<file path="src/rtl/pic_pkg.sv">
package pic_pkg;
   // Source of the vector delivered on an acknowledge
   typedef enum logic [1:0] {
      VK_SPURIOUS = 2'd0,
      VK_MASTER   = 2'd1,
      VK_SLAVE    = 2'd2
   } vec_kind_e;
endpackage

</file>
<file path="src/rtl/pic_line_latch.sv">
module pic_line_latch #(
   parameter int TOTAL      = 16,
   parameter int CASCADE_IN = 2,
   parameter int REMAP_LINE = 9
) (
   input  logic             clk,
   input  logic             rst_n,
   input  logic [TOTAL-1:0] irq_i,
   input  logic [TOTAL-1:0] mask_i,
   output logic [TOTAL-1:0] lines_q
);
   logic [TOTAL-1:0] eff;

   for (genvar i = 0; i < TOTAL; i++) begin : g_line
      if (i == CASCADE_IN) begin : g_link
         // input consumed by the cascade link
         assign eff[i] = 1'b0;
      end else if (i == REMAP_LINE) begin : g_remap
         assign eff[i] = (irq_i[i] | irq_i[CASCADE_IN]) & ~mask_i[i];
      end else begin : g_plain
         assign eff[i] = irq_i[i] & ~mask_i[i];
      end
   end

   always_ff @(posedge clk) begin
      if (!rst_n) lines_q <= '0;
      else        lines_q <= eff;
   end

   // mask bit of the link line has no function
   logic unused_mask;
   assign unused_mask = mask_i[CASCADE_IN];
endmodule

</file>
<file path="src/rtl/pic_prio_unit.sv">
module pic_prio_unit #(
   parameter int N        = 8,
   parameter int PASS_IDX = -1,   // input allowed to nest on its own level
   localparam int IW      = $clog2(N)
) (
   input  logic          clk,
   input  logic          rst_n,
   input  logic [N-1:0]  req,
   input  logic          take,
   input  logic          retire,
   output logic          hit,
   output logic [IW-1:0] win,
   output logic [N-1:0]  isr
);
   logic [N-1:0]  isr_q, set_v, clr_v;
   logic [IW-1:0] top;
   logic          any_req, top_any, nest_ok;

   if (N < 2 || (N & (N - 1)) != 0) begin : g_bad_n
      $error("pic_prio_unit: N must be a power of two >= 2");
   end

   always_comb begin
      win = '0;
      for (int i = N - 1; i >= 0; i--) if (req[i]) win = IW'(i);
      top = '0;
      for (int i = N - 1; i >= 0; i--) if (isr_q[i]) top = IW'(i);
   end

   assign any_req = |req;
   assign top_any = |isr_q;

   if (PASS_IDX >= 0) begin : g_pass
      assign nest_ok = top_any && (win == IW'(PASS_IDX)) && (top == IW'(PASS_IDX));
   end else begin : g_nopass
      assign nest_ok = 1'b0;
   end

   assign hit   = any_req && (!top_any || (win < top) || nest_ok);
   assign set_v = (take && hit)        ? ({{(N-1){1'b0}}, 1'b1} << win) : '0;
   assign clr_v = (retire && top_any)  ? ({{(N-1){1'b0}}, 1'b1} << top) : '0;

   always_ff @(posedge clk) begin
      if (!rst_n) isr_q <= '0;
      else        isr_q <= (isr_q & ~clr_v) | set_v;
   end

   assign isr = isr_q;
endmodule

</file>
<file path="src/rtl/pic_vec_gen.sv">
module pic_vec_gen #(
   parameter int IW = 3,
   parameter int BW = 5,
   localparam int VW = IW + BW
) (
   input  logic              clk,
   input  logic              rst_n,
   input  logic              ack,
   input  pic_pkg::vec_kind_e kind,
   input  logic [BW-1:0]     base_m,
   input  logic [BW-1:0]     base_s,
   input  logic [IW-1:0]     m_win,
   input  logic [IW-1:0]     s_win,
   output logic [VW-1:0]     vec_o,
   output logic              vld_o
);
   import pic_pkg::*;
   localparam logic [IW-1:0] LOW_IDX = '1;
   logic [VW-1:0] vec_d;

   always_comb begin
      unique case (kind)
         VK_SLAVE:  vec_d = {base_s, s_win};
         VK_MASTER: vec_d = {base_m, m_win};
         default:   vec_d = {base_m, LOW_IDX};
      endcase
   end

   always_ff @(posedge clk) begin
      if (!rst_n) begin
         vec_o <= '0;
         vld_o <= 1'b0;
      end else begin
         vld_o <= ack;
         if (ack) vec_o <= vec_d;
      end
   end
endmodule

</file>
<file path="src/rtl/pic_cascade.sv">
module pic_cascade #(
   parameter int UNIT_LINES      = 8,
   parameter int CASCADE_IN      = 2,
   parameter int REMAP_SLAVE_IDX = 1,
   parameter int VEC_W           = 8,
   localparam int IW    = $clog2(UNIT_LINES),
   localparam int BW    = VEC_W - IW,
   localparam int TOTAL = 2 * UNIT_LINES
) (
   input  logic             clk,
   input  logic             rst_n,
   input  logic [TOTAL-1:0] irq_i,
   input  logic [TOTAL-1:0] mask_i,
   input  logic [BW-1:0]    base_m_i,
   input  logic [BW-1:0]    base_s_i,
   input  logic             ack_i,
   input  logic             eoi_i,
   output logic             int_o,
   output logic [VEC_W-1:0] vec_o,
   output logic             vec_vld_o
);
   import pic_pkg::*;
   localparam int REMAP_LINE = UNIT_LINES + REMAP_SLAVE_IDX;
   localparam logic [UNIT_LINES-1:0] ABOVE_CAS = UNIT_LINES'((1 << CASCADE_IN) - 1);

   if (CASCADE_IN < 0 || CASCADE_IN >= UNIT_LINES) begin : g_bad_cas
      $error("pic_cascade: CASCADE_IN out of range");
   end
   if (REMAP_SLAVE_IDX < 0 || REMAP_SLAVE_IDX >= UNIT_LINES) begin : g_bad_remap
      $error("pic_cascade: REMAP_SLAVE_IDX out of range");
   end
   if (BW < 1) begin : g_bad_vec
      $error("pic_cascade: VEC_W too small for the line index");
   end

   logic [TOTAL-1:0]      lines_q;
   logic [UNIT_LINES-1:0] m_req, s_req, m_isr, s_isr;
   logic                  m_hit, s_hit, m_take, s_take, m_retire, s_retire;
   logic [IW-1:0]         m_win, s_win;
   logic                  m_top_cas, s_multi;
   vec_kind_e             kind;

   pic_line_latch #(.TOTAL(TOTAL), .CASCADE_IN(CASCADE_IN), .REMAP_LINE(REMAP_LINE))
      u_latch (.clk(clk), .rst_n(rst_n), .irq_i(irq_i), .mask_i(mask_i), .lines_q(lines_q));

   assign s_req = lines_q[TOTAL-1:UNIT_LINES];

   for (genvar k = 0; k < UNIT_LINES; k++) begin : g_mreq
      if (k == CASCADE_IN) begin : g_link
         assign m_req[k] = s_hit | lines_q[k];
      end else begin : g_direct
         assign m_req[k] = lines_q[k];
      end
   end

   // cascade level is the primary's most important in-service level
   assign m_top_cas = m_isr[CASCADE_IN] && ((m_isr & ABOVE_CAS) == '0);
   assign s_multi   = (s_isr & (s_isr - 1'b1)) != '0;

   assign m_take   = ack_i;
   assign s_take   = ack_i && m_hit && (m_win == IW'(CASCADE_IN));
   assign m_retire = eoi_i && !(m_top_cas && s_multi);
   assign s_retire = eoi_i && m_top_cas;

   pic_prio_unit #(.N(UNIT_LINES), .PASS_IDX(CASCADE_IN)) u_master (
      .clk(clk), .rst_n(rst_n), .req(m_req), .take(m_take), .retire(m_retire),
      .hit(m_hit), .win(m_win), .isr(m_isr));

   pic_prio_unit #(.N(UNIT_LINES), .PASS_IDX(-1)) u_slave (
      .clk(clk), .rst_n(rst_n), .req(s_req), .take(s_take), .retire(s_retire),
      .hit(s_hit), .win(s_win), .isr(s_isr));

   always_comb begin
      if (!m_hit)                          kind = VK_SPURIOUS;
      else if (m_win == IW'(CASCADE_IN))   kind = VK_SLAVE;
      else                                 kind = VK_MASTER;
   end

   pic_vec_gen #(.IW(IW), .BW(BW)) u_vec (
      .clk(clk), .rst_n(rst_n), .ack(ack_i), .kind(kind),
      .base_m(base_m_i), .base_s(base_s_i), .m_win(m_win), .s_win(s_win),
      .vec_o(vec_o), .vld_o(vec_vld_o));

   assign int_o = m_hit;
endmodule

</file>
<file path="config.mk">
export PLATFORM = sky130hd
export DESIGN_NAME = pic_cascade
export DESIGN_NICKNAME = d
export VERILOG_FILES = /design/src/rtl/pic_pkg.sv /design/src/rtl/pic_line_latch.sv /design/src/rtl/pic_prio_unit.sv /design/src/rtl/pic_vec_gen.sv /design/src/rtl/pic_cascade.sv
export SDC_FILE = /design/constraint.sdc
export NUM_CORES = 1
export LEC_CHECK = 0
export BUFFER_PORTS_ARGS = -buffer_cell sky130_fd_sc_hd__buf_2
export CORE_MARGIN = 5
export CORE_UTILIZATION = 45
export DETAILED_ROUTE_END_ITERATION = 7
export GPL_TIMING_DRIVEN = 0
export PLACE_DENSITY = 0.7
export SLEW_MARGIN = 20
export SYNTH_ARGS = -nofsm -noshare
export SYNTH_HDL_FRONTEND = slang
export SYNTH_SLANG_ARGS = --single-unit
</file>
<file path="constraint.sdc">
create_clock -name clk -period 3.4 [get_ports clk]
set_clock_uncertainty 0.1 [all_clocks]
set_input_delay 0 -clock clk [delete_from_list [all_inputs] [get_ports clk]]
set_output_delay 0 -clock clk [all_outputs]
set_load 0.005 [all_outputs]
</file>
# After elaboration in Yosys (flattened, before gate mapping)
# Cells that the tools add are included.
# classes
n_addsub,1
magnitude_cmp,2
n_eq_ne,4
n_shift,4
muxes,39
bitwise_logic,39
n_reduce_logical,25
# ops
cell,count
3-bit two-way mux,32
8-bit two-way mux,4
8-bit OR reduction,4
"1-bit by 3-bit << shifter with 8-bit output, first input constant",4
8-bit AND,3
8-bit inverter,2
8-bit bitwise OR,2
8-bit one-hot mux with 2 select lines,1
1-bit AND,15
1-bit inverter,15
1-bit logical AND,13
8-bit zero test,1
8-bit nonzero test,1
"8-bit by 1-bit subtractor with 8-bit output, second input constant",1
"3-bit by 2-bit equality test with 1-bit output, second input constant",2
3-bit < comparator,2
2-bit two-way mux,2
1-bit zero test,3
1-bit logical OR,3
"2-bit by 1-bit equality test with 1-bit output, second input constant",1
"2-bit equality test, second input constant",1
1-bit bitwise OR,2
# word_totals
ff_bits,41
input_bits,46
wordCells,120

# Logic depth before layout (Yosys ltp)
# depth
ltp_word,25
ltp_mapped,17

# Hierarchy
# From an unflattened synthesis, not the netlist that was laid out.
# hier_totals
hier_cells,265
hier_area_um2,2327.2
# by_module_without_submodules
module,n_inst,cells_per_inst,area_per_inst_um2,seq_area_each_um2
pic_prio_unit (u_slave),1,82,686.9,160.2
pic_prio_unit (u_master),1,83,631.9,160.2
pic_line_latch,1,35,466.7,300.3
pic_vec_gen,1,48,429.2,180.2
pic_cascade,1,17,112.6,0.0

# Worst setup path after synthesis
# OpenSTA, ideal clock, no wires.
# synth_path
path_kind,register -> register
startpoint,register u_slave.isr_q[2] (netlist: u_slave.isr[2])
endpoint,register u_slave.isr_q[6] (netlist: u_slave.isr[6])
arrival_time_ps,3574
required_time_ps,3225
slack_ps,-348
stages_incl_launch_ff,16
n_path_buf,1
period_less_slack_ps,3748
cell_sequence,dfxtp_1 > buf_6 > or4_4 > nand2b_1 > ha_1 > nand2_1 > or3b_1 > a21oi_2 > nor4_4 > ha_1 > o21ai_0 > a32o_1 > o311a_1 > nand3_1 > or3_1 > o22ai_1
# synth_via
elab_chain_cells,20
elab_cells_between_ends,30
classes_between,2 x order compare; 1 x eq/ne; 1 x shift; 8 x mux; 4 x bitwise; 14 x reduce/logical
# synth_rtl
element,line_no,text
start: declaration,pic_prio_unit.sv:15,"logic [N-1:0] isr_q, set_v, clr_v;"
start signal: assignment,pic_prio_unit.sv:45,else isr_q <= (isr_q & ~clr_v) | set_v;
"parallel branches: the longest is 19 deep, another holds 3-bit < comparator",n/a,
8-bit bitwise OR *,pic_prio_unit.sv:45,
# Mark *: on every way between the ends.
# A chain may end at the register's enable or synchronous reset.

# Final worst setup path
# layout_path
startpoint,register u_slave.isr_q[2] (netlist: u_slave.isr[2])
endpoint,register u_slave.isr_q[1] (netlist: u_slave.isr[1])
# The elaborated chain is that of the path after synthesis.

==> impl_metrics.ini <==
[synthesis]
yosysWarnings = 0
synth_compound_area_share_pct = 26.4
async_reset_ff_share_pct = 0
syn_area_sq_um = 2220
ys_seq_elements = 40
synth_simple_gate_area_share_pct = 30.5
synth.avg_cell_area_sq_um = 8.09
synth-adder-area-share_pct = 2.71
synth_ff_type = dfxtp_1
synthCells = 274
seq_area_frac_synth_pct = 36.1
ys_types = 57
synth.mux.area_fraction_pct = 0
synth_xor_area_share_pct = 0
synth_top_family_by_area = simple AND/OR/NAND/NOR gates
synth-edff-count = 0
synth_nets = 324

[cts]
clock_latency_ns = 0.30
clkSinkCount = 40
cts.clk_slew.worst_paths_ns = 0.08
cts_tree = yes
clk_path_buf_depth = 2
cts_made_buffers = 5
ctsHtreeMaxLevel = 2
root_buffer = clkbuf_8

[drt]
wire_per_inst_um = 15.8
routed_wl_um = 7350
num_vias = 2616
drtIter0Drc = 188
ant_nets = 0
drc = 0
drtPass1Iterations = 5
vias_per_cell = 5.63

[layout]
drive_gt1_share_pct = 36.9
stdcell_area_sq_um = 3580
regArea_sq_um = 808
fillers = 336
final_cell_mix = buf_2 (53), dlygate4sd3_1 (42), dfxtp_1 (36), nand2_1 (22), nor2_1 (18)
num_antenna_cells = 0
utilization_pct = 75.2
syn_to_final_growth_pct = 61.3
stdcell_count = 465
nets = 447
final_common_cell = buf_2
multi_input_area_sq_um = 1610

[timing]
fin_crit_sh_pct = 107
hold_violations = 0
period_needed_ns = 3.64
rsz0062_at_grt = yes
hold_slack_ns = 0.0956
drv_slew = 0
setup_viol = 25
tns_ns = -4.84
fin_ws_ns = -0.243
tightestPinTransition_ns = 0.736
max_slew_margin_pct = 50.4
fmax_mhz = 275

[placed_design]
port_buffers = 53
hpwlAfterDp_um = 4460
pre_cts_slack_ns = -0.594
dpl_cell_area_sq_um = 2630
gp_congestion = 0.879
dp.cells = 394

[power_and_ir_drop]
vdd_ir_drop_max_mv = 0.309
p_total_mw = 1.65
power_leakage_nw = 1.45
p_per_area_nw_per_um2 = 461

[grt]
grt_overflow = 0
grt_pass1_wl_um = 11800
antenna_found_initial = 0
grt_pass1_vias = 2610
grt_usage_pct = 23.5
grt_max_degree = 13

[die]
fp.coreArea_sq_um = 4750
initial_core_util_pct = 46.6
row_count = 25
dieArea_sq_um = 6430
num_io_pins = 56
die_y_um = 80.2
die_w_um = 80.2

[critical_path]
end_kind = register
cp_top_family = simple AND/OR/NAND/NOR gates
startpoint_type = register
max_stage_delay_ns = 0.53
cp.buffers_inverters = 1
path_class = register to register
crit_path_top_delay_cell = or4_4
cp.required_ns = 3.47
cp_max_fo = 5
cp_cell_sequence = or4_4 > nand2b_4 > ha_4 > nand2_4 > or3b_4 > a21oi_4 > nor4_4 > ha_1 > o21ai_1 > a32o_2 > o311a_4 > and3_4 > buf_6 > nand3_4 > o21ai_2
critical_path_arrival_ns = 3.72

[worst_hold_path]
hold_path.class = input port to register

[status]
status = finished, violations left
violations = setup timing

[job]
cap_violations = 0
## worst reg2reg max path, delay by kind of cell (launching register included)
family / cells / cell delay, ns
AND/OR/NAND/NOR: 7 / 1.47
AO/OA/AOI/OAI: 5 / 0.88
adder cells (fa/ha/maj): 2 / 0.58
flip-flops: 1 / 0.35
buffers and inverters: 1 / 0.14
## layout make-up
type / count / share of cell area [%]
Buffer: 8 / 1.05
Clock buffer: 6 / 2.03
Clock inverter: 2 / 0.980
Inverter: 14 / 1.47
Multi-Input combinational cell: 211 / 45.0
Sequential cell: 40 / 22.6
Tap cell: 67 / 2.34
Timing Repair Buffer: 117 / 24.5
## final timing paths
check | startpoint | end | slack (ns) | cells after the start
hold reg to reg | u_master.isr[7] | u_master.isr[7] | 0.41 | 2
setup / recovery | u_slave.isr[2] | u_slave.isr[1] | -0.24 | 15
setup reg to reg | u_slave.isr[2] | u_slave.isr[1] | -0.24 | 15
hold / removal | ack_i | u_vec.vld_o | 0.1 | 3
## report_power, final
group / switching, mW / internal, mW / total [mW] / leakage, nW
Combinational: 0.374 / 0.348 / 0.722 / 1.07
Clock: 0.176 / 0.218 / 0.394 / 0.0552
Sequential: 0.0298 / 0.504 / 0.534 / 0.330
Total: 0.580 / 1.07 / 1.65 / 1.45
## synth_stat cells (3+ instances only)
cell type  instances  area share [%]
ha_1               4             2.3
o31ai_1            8             2.7
a21o_1             3             1.0
o211ai_1           5             1.7
nor2_1            20             3.4
inv_1             14             2.4
nor3_1            11             2.5
nand3_1           11             2.5
nand2b_1           5             1.4
clkbuf_1           7             1.2
nor4_1             3            0.85
a21oi_1           13             2.9
nor3b_1           17             5.8
nand2_1           30             5.1
dfxtp_1           40              36
o22ai_1            5             1.4
a31oi_1            6             1.7
o21ai_0           19             4.3
## state kept, by name, indices dropped and copies added (netlist names)
signal	count
u_vec.vec_o	8
u_master.isr	8
u_vec.vld_o	1
u_latch.lines_q	15
u_slave.isr	8
## timing repair
action | CTS | global route
hold endpoints to repair | 25 | 0
hold buffers | 42 | 0
resized for setup | 24 | 35
cloned | 1 | 0
pin swaps | 15 | 12
setup endpoints to repair | 25 | 25
buffers inserted | 21 | 9
## routing by layer
metal | global-route usage, % | vias up | part of all wire (%)
met4 | 6.25 | 0 | 1.4
met1 | 28.9 | 1233 | 43
met3 | 4.93 | 11 | 6.8
met2 | 41.1 | 108 | 49
li1 | - | 1264 | -
met5 | 0 | - | 0
## cells by family after synthesis
| family | after synthesis |
|---|---|
| compound gates | 86 |
| fa+ha+maj | 5 |
| buf+inv | 23 |
| flops | 40 |
| simple gates | 120 |
No activity file was read; power rests on OpenSTA's default activity.
